===== src/rtl/uinst_pkg.sv =====
package uinst_pkg;
  localparam int unsigned OP_W   = 3;
  localparam int unsigned COND_W = 2;
  localparam int unsigned BR_W   = 2;
  localparam int unsigned ADDR_W = 7;
  localparam int unsigned N_OPS  = 3;
  localparam int unsigned UI_W   = N_OPS * OP_W + COND_W + BR_W + ADDR_W;
  localparam int unsigned EN_W   = 1 << OP_W;

  // op-select A codes used by derived controls
  localparam logic [OP_W-1:0] A_ADD   = 3'd1;
  localparam logic [OP_W-1:0] A_DR2AC = 3'd4;
  localparam logic [OP_W-1:0] A_DR2AR = 3'd5;
  localparam logic [OP_W-1:0] A_PC2AR = 3'd6;
  // op-select B codes used by derived controls
  localparam logic [OP_W-1:0] B_AND   = 3'd3;

  typedef struct packed {
    logic [OP_W-1:0]   opa;
    logic [OP_W-1:0]   opb;
    logic [OP_W-1:0]   opc;
    logic [COND_W-1:0] cond;
    logic [BR_W-1:0]   br;
    logic [ADDR_W-1:0] addr;
  } uinst_t;
endpackage


===== src/rtl/op_field_dec.sv =====
module op_field_dec
  import uinst_pkg::*;
(
  input  logic [OP_W-1:0] code_i,
  output logic [EN_W-1:0] en_o
);
  // code 0 is a no-op: its line is held low
  assign en_o[0] = 1'b0;

  for (genvar gi = 1; gi < EN_W; gi++) begin : g_line
    assign en_o[gi] = (code_i == OP_W'(gi));
  end

  always_comb begin
    if (code_i == '0) AST_NOP_SILENT: assert (en_o == '0);
    if (code_i != '0) AST_ONE_LINE: assert ($countones(en_o) == 1);
  end
endmodule


===== src/rtl/ar_ctrl.sv =====
module ar_ctrl (
  input  logic dr2ar_i,
  input  logic pc2ar_i,
  output logic load_o,
  output logic src_dr_o
);
  assign load_o   = dr2ar_i | pc2ar_i;
  assign src_dr_o = dr2ar_i;   // PC path whenever DR path not requested

  always_comb begin
    if (src_dr_o) AST_SRC_NEEDS_LOAD: assert (load_o);
  end
endmodule


===== src/rtl/alu_sel.sv =====
module alu_sel (
  input  logic add_i,
  input  logic and_i,
  input  logic xfer_i,
  output logic add_o,
  output logic and_o,
  output logic xfer_o
);
  assign add_o  = add_i;
  assign and_o  = and_i;
  assign xfer_o = xfer_i;
endmodule


===== src/rtl/uinst_field_decoder.sv =====
module uinst_field_decoder
  import uinst_pkg::*;
(
  input  logic [UI_W-1:0]   uinst_i,
  output logic [EN_W-1:0]   opa_en_o,
  output logic [EN_W-1:0]   opb_en_o,
  output logic [EN_W-1:0]   opc_en_o,
  output logic              ar_load_o,
  output logic              ar_src_dr_o,
  output logic              alu_add_o,
  output logic              alu_and_o,
  output logic              alu_xfer_o,
  output logic [COND_W-1:0] cond_o,
  output logic [BR_W-1:0]   br_o,
  output logic [ADDR_W-1:0] addr_o
);
  uinst_t ui;
  assign ui = uinst_t'(uinst_i);

  logic [N_OPS-1:0][OP_W-1:0] codes;
  logic [N_OPS-1:0][EN_W-1:0] ens;
  assign codes = {ui.opa, ui.opb, ui.opc};

  for (genvar gf = 0; gf < N_OPS; gf++) begin : g_dec
    op_field_dec i_dec (
      .code_i(codes[gf]),
      .en_o  (ens[gf])
    );
  end

  assign opa_en_o = ens[2];
  assign opb_en_o = ens[1];
  assign opc_en_o = ens[0];

  ar_ctrl i_ar_ctrl (
    .dr2ar_i (opa_en_o[A_DR2AR]),
    .pc2ar_i (opa_en_o[A_PC2AR]),
    .load_o  (ar_load_o),
    .src_dr_o(ar_src_dr_o)
  );

  alu_sel i_alu_sel (
    .add_i (opa_en_o[A_ADD]),
    .and_i (opb_en_o[B_AND]),
    .xfer_i(opa_en_o[A_DR2AC]),
    .add_o (alu_add_o),
    .and_o (alu_and_o),
    .xfer_o(alu_xfer_o)
  );

  assign cond_o = ui.cond;
  assign br_o   = ui.br;
  assign addr_o = ui.addr;

  always_comb begin
    if (ar_load_o) AST_AR_LOAD_CODE: assert (uinst_i[19:17] == 3'd5 || uinst_i[19:17] == 3'd6);
    AST_ALU_A_EXCL: assert ($onehot0({alu_add_o, alu_xfer_o, ar_load_o}));
    AST_SEQ_PASS: assert ({cond_o, br_o, addr_o} == uinst_i[10:0]);
  end
endmodule


===== config.mk =====
export PLATFORM = sky130hd
export DESIGN_NAME = uinst_field_decoder
export DESIGN_NICKNAME = d
export VERILOG_FILES = /design/src/rtl/uinst_pkg.sv /design/src/rtl/op_field_dec.sv /design/src/rtl/ar_ctrl.sv /design/src/rtl/alu_sel.sv /design/src/rtl/uinst_field_decoder.sv
export SDC_FILE = /design/constraint.sdc
export NUM_CORES = 1
export LEC_CHECK = 0
export BUFFER_PORTS_ARGS = -buffer_cell sky130_fd_sc_hd__buf_4
export CORE_AREA = 2 2 39 41
export DETAILED_ROUTE_END_ITERATION = 8
export DIE_AREA = 0 0 41 43
export PLACE_DENSITY_LB_ADDON = 0.05
export SLEW_MARGIN = 20
export SYNTH_ARGS = -nofsm -noshare
export SYNTH_HDL_FRONTEND = slang
export SYNTH_SLANG_ARGS = --single-unit

===== constraint.sdc =====
create_clock -name vclk -period 0.8
set_input_delay 0 -clock vclk [all_inputs]
set_output_delay 0 -clock vclk [all_outputs]
set_load 0.05 [all_outputs]

==> key figures <==
Cells and area
  • Final #Nets: between 80 and 90
  • Flip-flop and latch area: 0 um2
  • FF+latch count: 0
  • Cell Count, Final, Fillers Out: 80
  • Diode count: 0
  • Area occupied by multi-input gates: ~240 um2
  • Area delta synth->final: 61.3%
  • Most frequent cells in the layout: buf_4 (35), nor3b_2 (8)
  • Share of cells above drive strength 1: roughly three quarters
  • Fillcell total: between 100 and 150
  • Fin util: a little under two fifths
  • Number of clock buffers in the layout: 0
  • Design Area, Final: ~530 um2
  • Most common cell after layout, fill and taps aside: buf_4

Placement
  • Gpl congestion: slightly above 0.6
  • Setup WS pre-CTS: around 160 ps
  • Dpl cell area: approximately 530 um2
  • Half-perimeter wire length after placement: 702 um
  • Placed insts: 80
  • Port bufs: 35

Timing
  • Fmax: 1.58 GHz
  • Number of setup violations in the final report: 0
  • Worst Hold Slack: 0.0725 ps
  • RSZ-0062 raised after global routing: false
  • Post-route minimum period: around 630 ps
  • Tcrit/Tclk final: a little under 80%
  • Final Max Tran Viols: 0
  • Fin. Hold Viols: 0
  • Fin worst setup slack: between 150 and 200 ps

Drt
  • DR vias: between 300 and 400
  • Avg WL per Cell: 10.4 um
  • # DRC: 0
  • Final wirelength: 829 um
  • Number of DRC markers in iteration 0: 2
  • DRT antenna net count: 0
  • DR pass1 iterations: 2
  • Drt via density: 4.30

CTS
  • Setup bufs post-CTS: 0
  • Post-CTS sizing: 0
  • Hold Buf Count CTS: 0

Floorplan
  • Die X: just over 40 um
  • Die Ht: around 43 um
  • Core area: 1380 um2
  • # rows: 14
  • Initial Utilization: between 20% and 30%
  • Die area: roughly 1800 um2
  • IO Count: 60

Global routing
  • Global route hottest layer: met2
  • Antenna violations before repair: 0
  • Total congestion overflow: 0
  • Largest net degree at the start of global routing: 9
  • Gr usage total: between 8 and 9%
  • Grt met2 use: about 14%
  • Vias in the first global route: approximately 270
  • M3 GR Usage: 1.05%
  • Met1 usage: about 11%
  • First-pass GRT wire length: about 1100 um

Power and ir drop
  • Leak: about 0.30 nW
  • Max VDD drop: 0.000346 V
  • Power Density: between 800 and 900 nW/um2

Setup path
  • CP cell instances: buf_4, xor2_1, and2_1, buf_4
  • Critical Path End Type: output pin
  • Max FO, Critical Path: 8
  • CP startpoint kind: input pin
  • Worst path slowest cell: buf_4
  • Most used cell, CP: buf_4
  • Worst stage delay on the critical path: between 150 and 200 ps
  • Worst Path Required: 800 ps
  • Kind of critical path: in -> out
  • Worst EP arrival: about 630 ps

Yosys
  • Syn Area/Cell: about 7 um2
  • Sequential share of the synthesized area: 0%
  • Post-synth top area cell: buf_4
  • Post-Syn Instances: 46
  • Synthesized area: approximately 330 um2
  • Synth cell types: 11
  • Ys Warns: 0
  • Area share of the largest cell type after synthesis: a little over two fifths
  • Cells taking the most area after synthesis: buf_4 (44%), nor3b_1 (21%), and3b_1 (11%), and3b_2 (6.1%), and3_1 (3.8%)

Run
  • Max Cap Viol: 0

Status
  • Status: completed

Worst hold path
  • Hold Path Class: in -> out
[kinds of logic (layout without fill, tap and decap cells)]
| kind of cell | Yosys count | count (layout) | synth area share [%] |
|---|---|---|---|
| simple gates | 25 | 25 | 52.5 |
| buf+inv | 19 | 35 | 43.7 |
| other cells | 1 | 3 | 1.15 |
| xor+xnor | 1 | 1 | 2.68 |
[routing by layer]
metal  vias up  wire length, um
li1        169                -
met1       144              315
met2        31              351
met3         0              162
met4         0                0
met5         -                0
[report_power, final]
group          switching [mW]  total [mW]  internal, mW  leakage [nW]
registers                   0           0             0             0
logic                   0.303       0.439         0.137         0.298
clock network               0           0             0             0
total                   0.303       0.439         0.137         0.298
[final timing paths]
kind	cells past startpoint	to	start	slack (ps)
max	4	ar_load_o	uinst_i[18]	170
min	0	addr_o[4]	uinst_i[4]	0.07
[worst max-delay path, delay by kind of cell]
| family | cells | cell delay (ps) |
|---|---|---|
| buf+inv | 2 | 320 |
| xor+xnor | 1 | 150 |
| simple gates | 1 | 150 |
[layout make-up]
cell class / instances / area share, %
Timing Repair Buffer: 35 / 49.9
Multi-Input combinational cell: 29 / 46.3
Tap cell: 16 / 3.80
[synth_stat cells (all sizes together)]
master	n
and2	1
and3	3
and3b	6
buf	19
conb	1
nand2	3
nor2	3
nor3b	9
xor2	1
[per-stage QoR]
step,total power [mW],TNS (ps)
6_report,0.439,0
5_1_grt,0.462,0
4_1_cts,0.441,0
3_5_place_dp,0.441,0
3_3_place_gp,0.444,0
2_1_floorplan,0.457,-225
Note: power is estimated with default switching activity, not from simulation.
